### config.mk
export PLATFORM = sky130hd
export DESIGN_NAME = spi_xfer_engine
export DESIGN_NICKNAME = d
export VERILOG_FILES = /design/src/rtl/spi_eng_pkg.sv /design/src/rtl/spi_eng_ctrl.sv /design/src/rtl/spi_eng_csel.sv /design/src/rtl/spi_eng_shift.sv /design/src/rtl/spi_xfer_engine.sv
export SDC_FILE = /design/constraint.sdc
export NUM_CORES = 1
export LEC_CHECK = 0
export CAP_MARGIN = 20
export CORE_MARGIN = 2
export CORE_UTILIZATION = 45
export CTS_BUF_LIST = sky130_fd_sc_hd__clkbuf_4
export DETAILED_ROUTE_END_ITERATION = 10
export PLACE_DENSITY = 0.73
export RECOVER_POWER = 25
export SKIP_CTS_REPAIR_TIMING = 1
export SYNTH_ARGS = -nofsm -noshare
export SYNTH_HDL_FRONTEND = slang
export SYNTH_HIERARCHICAL = 1
export SYNTH_SLANG_ARGS = --single-unit
### constraint.sdc
create_clock -name clk -period 4.2 [get_ports clk]
set_input_delay 0.84 -clock clk [delete_from_list [all_inputs] [get_ports clk]]
set_output_delay 0.84 -clock clk [all_outputs]
set_load 0.005 [all_outputs]
### src/rtl/spi_eng_pkg.sv
package spi_eng_pkg;
  localparam int BYTE_W     = 8;
  localparam int CB_CPHA    = 0;
  localparam int CB_CPOL    = 1;
  localparam int CB_SPOL    = 2;
  localparam int CB_CSIDX   = 4;
  localparam int CB_MANUAL  = 6;
  localparam int CB_LEVEL   = 7;
  localparam int CB_DISCARD = 8;
  localparam int CB_LSB     = 12;
  localparam int CB_START   = 31;

  typedef enum logic [1:0] {ST_IDLE, ST_LOAD, ST_SHIFT, ST_PUSH} eng_state_e;

  // position in the byte of the k-th bit on the wire
  function automatic logic [2:0] wire_pos(input logic [2:0] k, input logic lsb_first);
    return lsb_first ? k : (3'd7 - k);
  endfunction
endpackage

### src/rtl/spi_eng_ctrl.sv
module spi_eng_ctrl
  import spi_eng_pkg::*;
(
  input  logic        clk,
  input  logic        rst_n,
  input  logic        wr_en,
  input  logic [31:0] wr_word,
  input  logic        clr_start,
  output logic [31:0] word_q,
  output logic        start
);
  logic busy;
  assign busy  = word_q[CB_START];
  assign start = wr_en && !busy && wr_word[CB_START];

  always_ff @(posedge clk or negedge rst_n) begin
    if (!rst_n) begin
      word_q <= '0;
    end else if (wr_en && !busy) begin
      word_q <= wr_word;
    end else if (clr_start) begin
      word_q[CB_START] <= 1'b0;
    end
  end
endmodule

### src/rtl/spi_eng_csel.sv
module spi_eng_csel #(
  parameter int NUM_CS   = 4,
  parameter int CS_IDX_W = 2
) (
  input  logic [CS_IDX_W-1:0] sel,
  input  logic                idle_lvl,
  input  logic                manual,
  input  logic                man_lvl,
  input  logic                busy,
  output logic [NUM_CS-1:0]   cs
);
  logic sel_lvl;
  assign sel_lvl = manual ? man_lvl : (busy ? ~idle_lvl : idle_lvl);

  for (genvar i = 0; i < NUM_CS; i++) begin : g_line
    assign cs[i] = (sel == CS_IDX_W'(i)) ? sel_lvl : idle_lvl;
  end
endmodule

### src/rtl/spi_eng_shift.sv
module spi_eng_shift
  import spi_eng_pkg::*;
(
  input  logic              clk,
  input  logic              rst_n,
  input  logic              active,
  input  logic              load,
  input  logic [BYTE_W-1:0] load_byte,
  input  logic              tick,
  input  logic              cpol,
  input  logic              cpha,
  input  logic              lsb_first,
  input  logic              miso,
  output logic              sclk,
  output logic              mosi,
  output logic [BYTE_W-1:0] rx_byte,
  output logic              last
);
  logic [3:0]        half;
  logic              phase;
  logic [BYTE_W-1:0] tx_byte;
  logic              mosi_q;
  logic [2:0]        k;
  logic              leading;

  assign k       = half[3:1];
  assign leading = ~half[0];
  assign sclk    = active ? (cpol ^ phase) : cpol;
  assign mosi    = mosi_q;
  assign last    = active && tick && (half == 4'd15);

  always_ff @(posedge clk or negedge rst_n) begin
    if (!rst_n) begin
      half    <= '0;
      phase   <= 1'b0;
      tx_byte <= '0;
      rx_byte <= '0;
      mosi_q  <= 1'b0;
    end else if (load) begin
      half    <= '0;
      phase   <= 1'b0;
      tx_byte <= load_byte;
      if (!cpha) mosi_q <= load_byte[wire_pos(3'd0, lsb_first)];
    end else if (active && tick) begin
      phase <= ~phase;
      half  <= half + 4'd1;
      if (leading) begin
        if (cpha) mosi_q <= tx_byte[wire_pos(k, lsb_first)];
        else      rx_byte[wire_pos(k, lsb_first)] <= miso;
      end else begin
        if (cpha)           rx_byte[wire_pos(k, lsb_first)] <= miso;
        else if (k != 3'd7) mosi_q <= tx_byte[wire_pos(k + 3'd1, lsb_first)];
      end
    end
  end
endmodule

### src/rtl/spi_xfer_engine.sv
module spi_xfer_engine
  import spi_eng_pkg::*;
#(
  parameter int CNT_W  = 24,
  parameter int NUM_CS = 4
) (
  input  logic              clk,
  input  logic              rst_n,
  input  logic              ctrl_wr,
  input  logic [31:0]       ctrl_wdata,
  output logic [31:0]       ctrl_rdata,
  input  logic [CNT_W-1:0]  burst_len,
  input  logic [CNT_W-1:0]  tx_len,
  input  logic              sclk_tick,
  input  logic              tx_valid,
  output logic              tx_ready,
  input  logic [BYTE_W-1:0] tx_data,
  output logic              rx_valid,
  input  logic              rx_ready,
  output logic [BYTE_W-1:0] rx_data,
  output logic              sclk,
  output logic              mosi,
  input  logic              miso,
  output logic [NUM_CS-1:0] cs,
  output logic              xfer_done
);
  localparam int CS_IDX_W = (NUM_CS > 1) ? $clog2(NUM_CS) : 1;

  eng_state_e        state;
  logic [CNT_W-1:0]  burst_rem;
  logic [CNT_W-1:0]  tx_rem;
  logic              start;
  logic              finish;
  logic              load;
  logic              last;
  logic              done_q;
  logic [BYTE_W-1:0] load_byte;
  logic [31:0]       cw;

  assign ctrl_rdata = cw;
  assign xfer_done  = done_q;
  assign finish     = (state == ST_LOAD) && (burst_rem == '0);
  assign tx_ready   = (state == ST_LOAD) && (burst_rem != '0) && (tx_rem != '0);
  assign load       = (state == ST_LOAD) && (burst_rem != '0) && ((tx_rem == '0) || tx_valid);
  assign load_byte  = (tx_rem == '0) ? '0 : tx_data;
  assign rx_valid   = (state == ST_PUSH);

  spi_eng_ctrl u_ctrl (
    .clk       (clk),
    .rst_n     (rst_n),
    .wr_en     (ctrl_wr),
    .wr_word   (ctrl_wdata),
    .clr_start (finish),
    .word_q    (cw),
    .start     (start)
  );

  spi_eng_shift u_shift (
    .clk       (clk),
    .rst_n     (rst_n),
    .active    (state == ST_SHIFT),
    .load      (load),
    .load_byte (load_byte),
    .tick      (sclk_tick),
    .cpol      (cw[CB_CPOL]),
    .cpha      (cw[CB_CPHA]),
    .lsb_first (cw[CB_LSB]),
    .miso      (miso),
    .sclk      (sclk),
    .mosi      (mosi),
    .rx_byte   (rx_data),
    .last      (last)
  );

  spi_eng_csel #(.NUM_CS(NUM_CS), .CS_IDX_W(CS_IDX_W)) u_csel (
    .sel      (cw[CB_CSIDX +: CS_IDX_W]),
    .idle_lvl (cw[CB_SPOL]),
    .manual   (cw[CB_MANUAL]),
    .man_lvl  (cw[CB_LEVEL]),
    .busy     (cw[CB_START]),
    .cs       (cs)
  );

  always_ff @(posedge clk or negedge rst_n) begin
    if (!rst_n) begin
      state     <= ST_IDLE;
      burst_rem <= '0;
      tx_rem    <= '0;
      done_q    <= 1'b0;
    end else begin
      done_q <= 1'b0;
      unique case (state)
        ST_IDLE: if (start) begin
          burst_rem <= burst_len;
          tx_rem    <= tx_len;
          state     <= ST_LOAD;
        end
        ST_LOAD: if (finish) begin
          done_q <= 1'b1;
          state  <= ST_IDLE;
        end else if (load) begin
          if (tx_rem != '0) tx_rem <= tx_rem - CNT_W'(1);
          state <= ST_SHIFT;
        end
        ST_SHIFT: if (last) begin
          burst_rem <= burst_rem - CNT_W'(1);
          state     <= cw[CB_DISCARD] ? ST_LOAD : ST_PUSH;
        end
        ST_PUSH: if (rx_ready) state <= ST_LOAD;
        default: state <= ST_IDLE;
      endcase
    end
  end
endmodule

==> results of run 1 <==
==> power by group <==
part / switching, W / internal (W)
Sequential: 0.000560 / 0.00149
Clock: 0.000350 / 0.000296
Combinational: 0.00122 / 0.00145
==> flip-flops by register name, indices dropped and copies added, names as in the netlist <==
register and flops:
burst_rem 24, state 2, tx_rem 24, u_ctrl/word_q 32
u_shift/half 4, u_shift/mosi 1, u_shift/phase 1, u_shift/rx_byte 8
u_shift/tx_byte 8, xfer_done 1
==> cell families after synthesis <==
logic type	share of synthesized area [%]
xor gates and xnor gates	2.715
and+or+nand+nor	21.70
AOI/OAI and AO/OA	16.82
muxes	12.37
buffers and inverters	3.724
DFF	40.73
adders and majority gates	1.939
==> critical path, delay by kind of cell (launching register included) <==
kind,cells,cell delay (ns)
DFF,1,0.48
buffers and inverters,1,0.46
and+or+nand+nor,5,1.49
==> stage by stage <==
step / hold WS (ns) / total power (W) / utilization (%) / instance area [um^2]
finish: 0.5323 / 0.005366 / 58.86 / 8202
global route: 0.5525 / 0.005799 / 58.86 / 8202
CTS: 0.5166 / 0.005381 / 58.85 / 8200
detailed placement: 0.4922 / 0.004729 / 57.58 / 8024
global placement: 0.4938 / 0.004592 / 57.58 / 8024
floorplan: 0.4969 / 0.003671 / - / 6451
==> path summary, 6_finish.rpt <==
kind / endpoint / cells past startpoint
worst max-delay path: tx_ready / 6
worst min-delay path: u_ctrl/word_q[9]$_DFFE_PN0P_ / 1
worst max register to register: u_shift/rx_byte[0]$_DFFE_PN0P_ / 9
worst min register to register: u_ctrl/word_q[9]$_DFFE_PN0P_ / 1
max in group asynchronous: u_ctrl/word_q[12]$_DFFE_PN0P_ / 3
min in group asynchronous: burst_rem[11]$_DFFE_PN0P_ / 1
==> cells in the final DEF (no fill, tap or decap), types with 15 or more instances in the layout <==
master / n
sky130_fd_sc_hd__clkdlybuf4s50_1: 142
sky130_fd_sc_hd__nand2_1: 32
sky130_fd_sc_hd__dfrtp_1: 105
sky130_fd_sc_hd__nor4_1: 15
sky130_fd_sc_hd__o21ai_0: 27
sky130_fd_sc_hd__xnor2_1: 16
sky130_fd_sc_hd__nand3_1: 27
sky130_fd_sc_hd__nor2b_1: 17
sky130_fd_sc_hd__o22ai_1: 33
sky130_fd_sc_hd__a211oi_1: 15
sky130_fd_sc_hd__mux2_2: 15
sky130_fd_sc_hd__mux2_4: 28
sky130_fd_sc_hd__a21oi_1: 60
sky130_fd_sc_hd__nor2_1: 47
sky130_fd_sc_hd__nor3_1: 28
sky130_fd_sc_hd__mux2i_1: 15
==> routing by layer <==
layer | part of all wire [%] | GRT usage, % | wire length, um | up-vias
met2 | 47 | 35.85 | 7881 | 180
li1 | - | - | - | 2752
met4 | 1.5 | 6.889 | 256 | 0
met3 | 5.5 | 4.350 | 914 | 22
met1 | 46 | 30.89 | 7605 | 2769
met5 | 0 | 0 | 0 | -
==> area by class of cell <==
cell class	count	area, um^2
Fill cell	1187	5733
Clock buffer	9	67.56
Clock inverter	7	108.9
Inverter	13	48.80
Tap cell	180	225.2
Multi-Input combinational cell	513	3596
Timing Repair Buffer	157	1528
Sequential cell	105	2628
==> impl_summary.txt, run 1 <==
----------------------------------------------------
[Outcome]
  Status ... finished clean

[Floorplanning]
  Area of the die ... 15310 um^2
  IO Count ... 144
  DIE WIDTH ... 123.7 um
  Floorplan die height ... 123.7 um
  Core Box Area ... 13930 um^2
  Std-Cell Rows ... 43
  Initial core utilization ... 46.30%

[Global route]
  Overflow after GRT ... 0
  Vias in the first global route ... 5626
  Antenna violations before repair ... 0
  Global-route usage over all layers ... 22.44%
  Pin count of the biggest net entering global routing ... 77
  Global-route wire length before repair ... 27.55 mm

[STA]
  Setup TNS after final layout ... 0 ns
  Final worst-path setup slack ... 0.4598 ns
  Clock period minus worst slack ... 3.740 ns
  Peak Freq ... 267.4 MHz
  Setup repair after global routing missed its margin ... no
  Headroom to the max-slew limit ... 3.468%
  Final hold viol count ... 0
  Final setup viols ... 0
  Ratio of final minimum period to clock period ... 89.05%
  Final Max Tran Viols ... 0
  Skew final ... 0.02174 ns
  Measured slew at the worst slew-check pin ... 1.448 ns

[Power]
  Leakage power of the design ... 3.151 nW
  Power density relative to cell area ... 654.3 nW/um^2
  Worst ir drop on vdd ... 0.0002987 V

[Clock network]
  H-Tree Depth ... 3
  Total CTS buffers ... 9
  Sinks on the clock net ... 105
  Worst-case clock buffer depth ... 2
  Clk slew on worst S/H paths ... 0.16 ns
  Clock tree from TritonCTS ... done
  Clock Tree Root ... sky130_fd_sc_hd__clkbuf_4
  Clock network latency to the later pin of the worst-skew pair ... 0.48 ns

[Detailed routing]
  First-iteration detailed-routing DRC count ... 464
  Total wire length after detailed routing ... 16.66 mm
  Drt pass-1 iters ... 5
  Number of remaining DRC errors ... 0
  Via count of the routed design ... 5723
  ANT nets after route ... 0
  Average vias per placed instance ... 5.816
  Routed length per instance ... 16.93 um

[Place]
  Number of cells in the design after placement ... 967
  I/O Buffers ... 143
  Routability congestion estimate ... 0.8303
  Post-detail-place hpwl ... 11.87 mm
  Pre-CTS WS ... 0.7607 ns

[Min path]
  Classification of the worst-slack hold path ... register to register
  Worst Min Path Start ... u_ctrl/word_q[9]$_DFFE_PN0P_

[Worst setup path]
  Required arrival time at the worst endpoint ... 3.36 ns
  Cells along the critical path ... or4_4, or3_4, nor4b_4, or2b_2, nor2_1, clkdlybuf4s50_1
  Internal reg-to-reg setup slack ... 0.59 ns
  Worst r2r src ... burst_rem[15]$_DFFE_PN0P_
  Startpoint kind of the worst setup timing path ... register
  Max incr delay on CP ... 0.58 ns
  Critical-path maximum fanout ... 7
  Critical path launch point ... burst_rem[15]$_DFFE_PN0P_
  Startpoint-to-endpoint class of the critical path ... register to output pin
  Crit path arrival time ... 2.90 ns
  Critical path's slowest cell ... sky130_fd_sc_hd__or4_4
  Kind of end point of the critical path ... output pin

[Logic synthesis]
  Cell count after synthesis ... 670
  Leading post-synthesis cells by cell area ... sky130_fd_sc_hd__dfrtp_1 41%, sky130_fd_sc_hd__mux2_4 6.5%, sky130_fd_sc_hd__a21oi_1 4.7%, sky130_fd_sc_hd__o22ai_1 3.2%, sky130_fd_sc_hd__nor2_1 2.7%
  Part of the Yosys area used for sequential elements ... 40.73%
  Yosys top cell area share ... 40.73%
  Number of enable flip-flop cells after synthesis ... 0
  Avg Synthesized Cell Area ... 9.629 um^2
  Proportion of synthesized flip-flops having asynchronous set or reset ... 100.0%
  Number of warnings issued by yosys ... 6
  Most instantiated flip-flop cell in the synthesis netlist ... sky130_fd_sc_hd__dfrtp_1
  Number of synthesized register bits ... 105
  Netlist Area Pre-Place ... 6451 um^2
  Most common cell in the netlist ... sky130_fd_sc_hd__dfrtp_1
  Mapped Nets ... 775
  Library cell occupying the most area in the post-synthesis netlist ... sky130_fd_sc_hd__dfrtp_1
  Most common library cells after synthesis ... 105 x sky130_fd_sc_hd__dfrtp_1, 60 x sky130_fd_sc_hd__a21oi_1, 47 x sky130_fd_sc_hd__nor2_1, 33 x sky130_fd_sc_hd__o22ai_1, 32 x sky130_fd_sc_hd__nand2_1
  Number of unique standard cell types used by synthesis ... 68

[Flow run]
  Max-cap violations ... 0

[Layout]
  Number of nets in the layout ... 904
  Final std cells w/o fill ... 984
  Number of antenna cells inserted ... 0
  Area Overhead vs Synth ... 27.13%
  Share of final-layout standard cells stronger than drive strength 1 ... 12.19%

----------------------------------------------------
No activity file was read; power rests on OpenSTA's default activity.
==> run 2, diff against run 1 <==
CAP_MARGIN = unset   (was 20)
REMOVE_ABC_BUFFERS = 1   (was unset)
==> run 2 against run 1 <==
- sequential share of layout area up 0.22 points
- clock skew is 0.013 ns higher
- combinational power about the same
- flip-flop and latch count unchanged
- cell count decreased by 0.20%
- global-route usage is 0.13 points higher
- largest cell class unchanged
- maximum frequency hardly changed
- highest routed layer unchanged
- critical endpoint unchanged
- the flow now finishes with violations (max-capacitance violations, max-slew violations)
- non-clock buffer count is 2 lower
- worst setup slack worse by 0.0017 ns
- worst hold slack got worse by 0.0038 ns
- critical path depth unchanged
- critical path type unchanged
==> impl_summary.txt, run 2 (synthesis results as in run 1) <==
----------------------------------------------------
[Place]
  Placed instance area ... 8016 um^2
  I/O Buffers ... 143
  Post-detail-place hpwl ... 11.97 mm
  Routability congestion estimate ... 0.8493

[Outcome]
  Violations in the final reports ... max-capacitance violations, max-slew violations
  Status ... complete, but fails checks

[Power]
  Power density relative to cell area ... 642.6 nW/um^2
  Leakage power of the design ... 3.133 nW
  Worst ir drop on vdd ... 0.0004018 V

[Global route]
  Global-route wire length before repair ... 27.21 mm
  Overflow after GRT ... 0
  Vias in the first global route ... 5661
  Global-route usage over all layers ... 22.56%
  Antenna violations before repair ... 0
  Pin count of the biggest net entering global routing ... 82

[Flow run]
  Max-cap violations ... 1

[Layout]
  Area Overhead vs Synth ... 26.26%
  Number of nets in the layout ... 902
  Share of final-layout standard cells stronger than drive strength 1 ... 12.47%
  Number of antenna cells inserted ... 0
  Number of flip-flops in the largest register ... 32
  Most common cell after layout, fill and taps aside ... sky130_fd_sc_hd__clkdlybuf4s50_1
  Largest reg by FF count ... u_ctrl/word_q
  Registers with the most flip-flops ... u_ctrl/word_q: 32 flops, burst_rem: 24 flops, tx_rem: 24 flops
  Post-route core utilization ... 58.45%
  Post-route cell area ... 8145 um^2
  Most frequent cells in the layout ... 142 x sky130_fd_sc_hd__clkdlybuf4s50_1, 105 x sky130_fd_sc_hd__dfrtp_1, 60 x sky130_fd_sc_hd__a21oi_1, 47 x sky130_fd_sc_hd__nor2_1, 33 x sky130_fd_sc_hd__o22ai_1

[Min path]
  Number of stages on the worst hold path ... 1
  Worst Min Path Start ... u_ctrl/word_q[29]$_DFFE_PN0P_
  Worst hold path endpoint ... u_ctrl/word_q[29]$_DFFE_PN0P_
  Classification of the worst-slack hold path ... register to register

[Detailed routing]
  Drt pass-1 iters ... 5
  Via count of the routed design ... 5738
  First-iteration detailed-routing DRC count ... 357
  Average vias per placed instance ... 5.843
  Routed length per instance ... 17.02 um
  ANT nets after route ... 0
  Total wire length after detailed routing ... 16.72 mm
  Number of remaining DRC errors ... 0

[Worst setup path]
  Worst r2r src ... burst_rem[15]$_DFFE_PN0P_
  Required arrival time at the worst endpoint ... 3.36 ns
  Cells along the critical path ... or4_4, or3_4, nor4b_4, or2b_2, nor2_1, clkdlybuf4s50_1
  Startpoint-to-endpoint class of the critical path ... register to output pin
  Kind of end point of the critical path ... output pin
  Critical-path maximum fanout ... 7
  Length in cells of the worst reg-to-reg path ... 9
  Critical path's slowest cell ... sky130_fd_sc_hd__or4_4
  Crit path arrival time ... 2.90 ns
  Internal reg-to-reg setup slack ... 0.78 ns
  Startpoint kind of the worst setup timing path ... register
  Worst reg2reg path endpoint ... u_shift/rx_byte[7]$_DFFE_PN0P_
  Max incr delay on CP ... 0.58 ns

[Clock network]
  Sinks on the clock net ... 105
  Total CTS buffers ... 9
  Clock Tree Root ... sky130_fd_sc_hd__clkbuf_4
  H-Tree Depth ... 3
  Clk slew on worst S/H paths ... 0.17 ns
  Clock network latency to the later pin of the worst-skew pair ... 0.50 ns
  Worst-case clock buffer depth ... 2
  Clock tree from TritonCTS ... done

[Floorplanning]
  Std-Cell Rows ... 43
  IO Count ... 144
  Floorplan die height ... 123.7 um
  Initial core utilization ... 46.30%
  Core Box Area ... 13930 um^2
  Area of the die ... 15310 um^2
  DIE WIDTH ... 123.7 um

[STA]
  Peak Freq ... 267.2 MHz
  Final Max Tran Viols ... 82
  Ratio of final minimum period to clock period ... 89.09%
  Final setup viols ... 0
  Headroom to the max-slew limit ... -39.06%
  Clock period minus worst slack ... 3.742 ns
  Setup repair after global routing missed its margin ... no
  Skew final ... 0.03441 ns
  Measured slew at the worst slew-check pin ... 2.086 ns
  Final hold viol count ... 0

----------------------------------------------------
## run 2: changes by cell type in the layout (fill, tap and decap cells not counted), sizes merged
cell      delta
clkbuf       -1
bufinv       -3
inv          +4
buf          -1
clkinvlp     -1
## run 2: worst max-delay path: cells and delay by family (launching register included)
family | cells | cell delay (ns)
buffers and inverters | 1 | 0.50
flip-flops | 1 | 0.48
AND/OR/NAND/NOR | 5 | 1.45
## run 2: final cells by class
class / count / area [um^2]
timing repair buffer: 155 / 1516
clock inverter: 7 / 63.81
clock buffer: 9 / 67.56
tap: 180 / 225.2
multi-input combinational: 513 / 3596
inverter: 13 / 48.80
fill: 1152 / 5789
sequential: 105 / 2628
## run 2: worst max path at each step
stage,slack (ns),cells after the start,startpoint,end
2_1_floorplan,-3.04,6,ctrl_wr,burst_rem[14]$_DFFE_PN0P_
3_3_place_gp,0.89,8,ctrl_wr,tx_rem[22]$_DFFE_PN0P_
3_5_place_dp,0.77,8,ctrl_wr,tx_rem[22]$_DFFE_PN0P_
4_1_cts,0.41,6,burst_rem[15]$_DFFE_PN0P_,tx_ready
5_1_grt,0.22,6,burst_rem[4]$_DFFE_PN0P_,tx_ready
6_report,0.46,6,burst_rem[15]$_DFFE_PN0P_,tx_ready
## run 2: layer usage
| layer | track usage, % | vias to the layer above | routed length, um |
|---|---|---|---|
| li1 | - | 2767 | - |
| met1 | 29.15 | 2728 | 7318 |
| met2 | 35.99 | 219 | 7666 |
| met3 | 7.005 | 24 | 1411 |
| met4 | 7.599 | 0 | 322 |
| met5 | 0 | - | 0 |
## run 2: stage by stage
| step | worst slack [ns] | std cells | TNS (ns) | power [W] | hold WS (ns) |
|---|---|---|---|---|---|
| after global routing | 0.2228 | 982 | 0 | 0.005663 | 0.5597 |
| after CTS | 0.4063 | 982 | 0 | 0.005252 | 0.5120 |
| after global placement | 0.8915 | 966 | 0 | 0.004614 | 0.4911 |
| after floorplan | -3.042 | 631 | -80.03 | 0.003606 | 0.4969 |
| after detailed placement | 0.7694 | 966 | 0 | 0.004719 | 0.4956 |
| final | 0.4581 | 982 | 0 | 0.005234 | 0.5285 |
## run 2: report_power, final
part           internal (W)  leakage (nW)  switching, W  total [W]
Clock              0.000136        0.0758      0.000379   0.000515
Combinational       0.00144          1.82       0.00122    0.00266
Sequential          0.00149          1.23      0.000569    0.00206
Total               0.00307          3.13       0.00217    0.00523
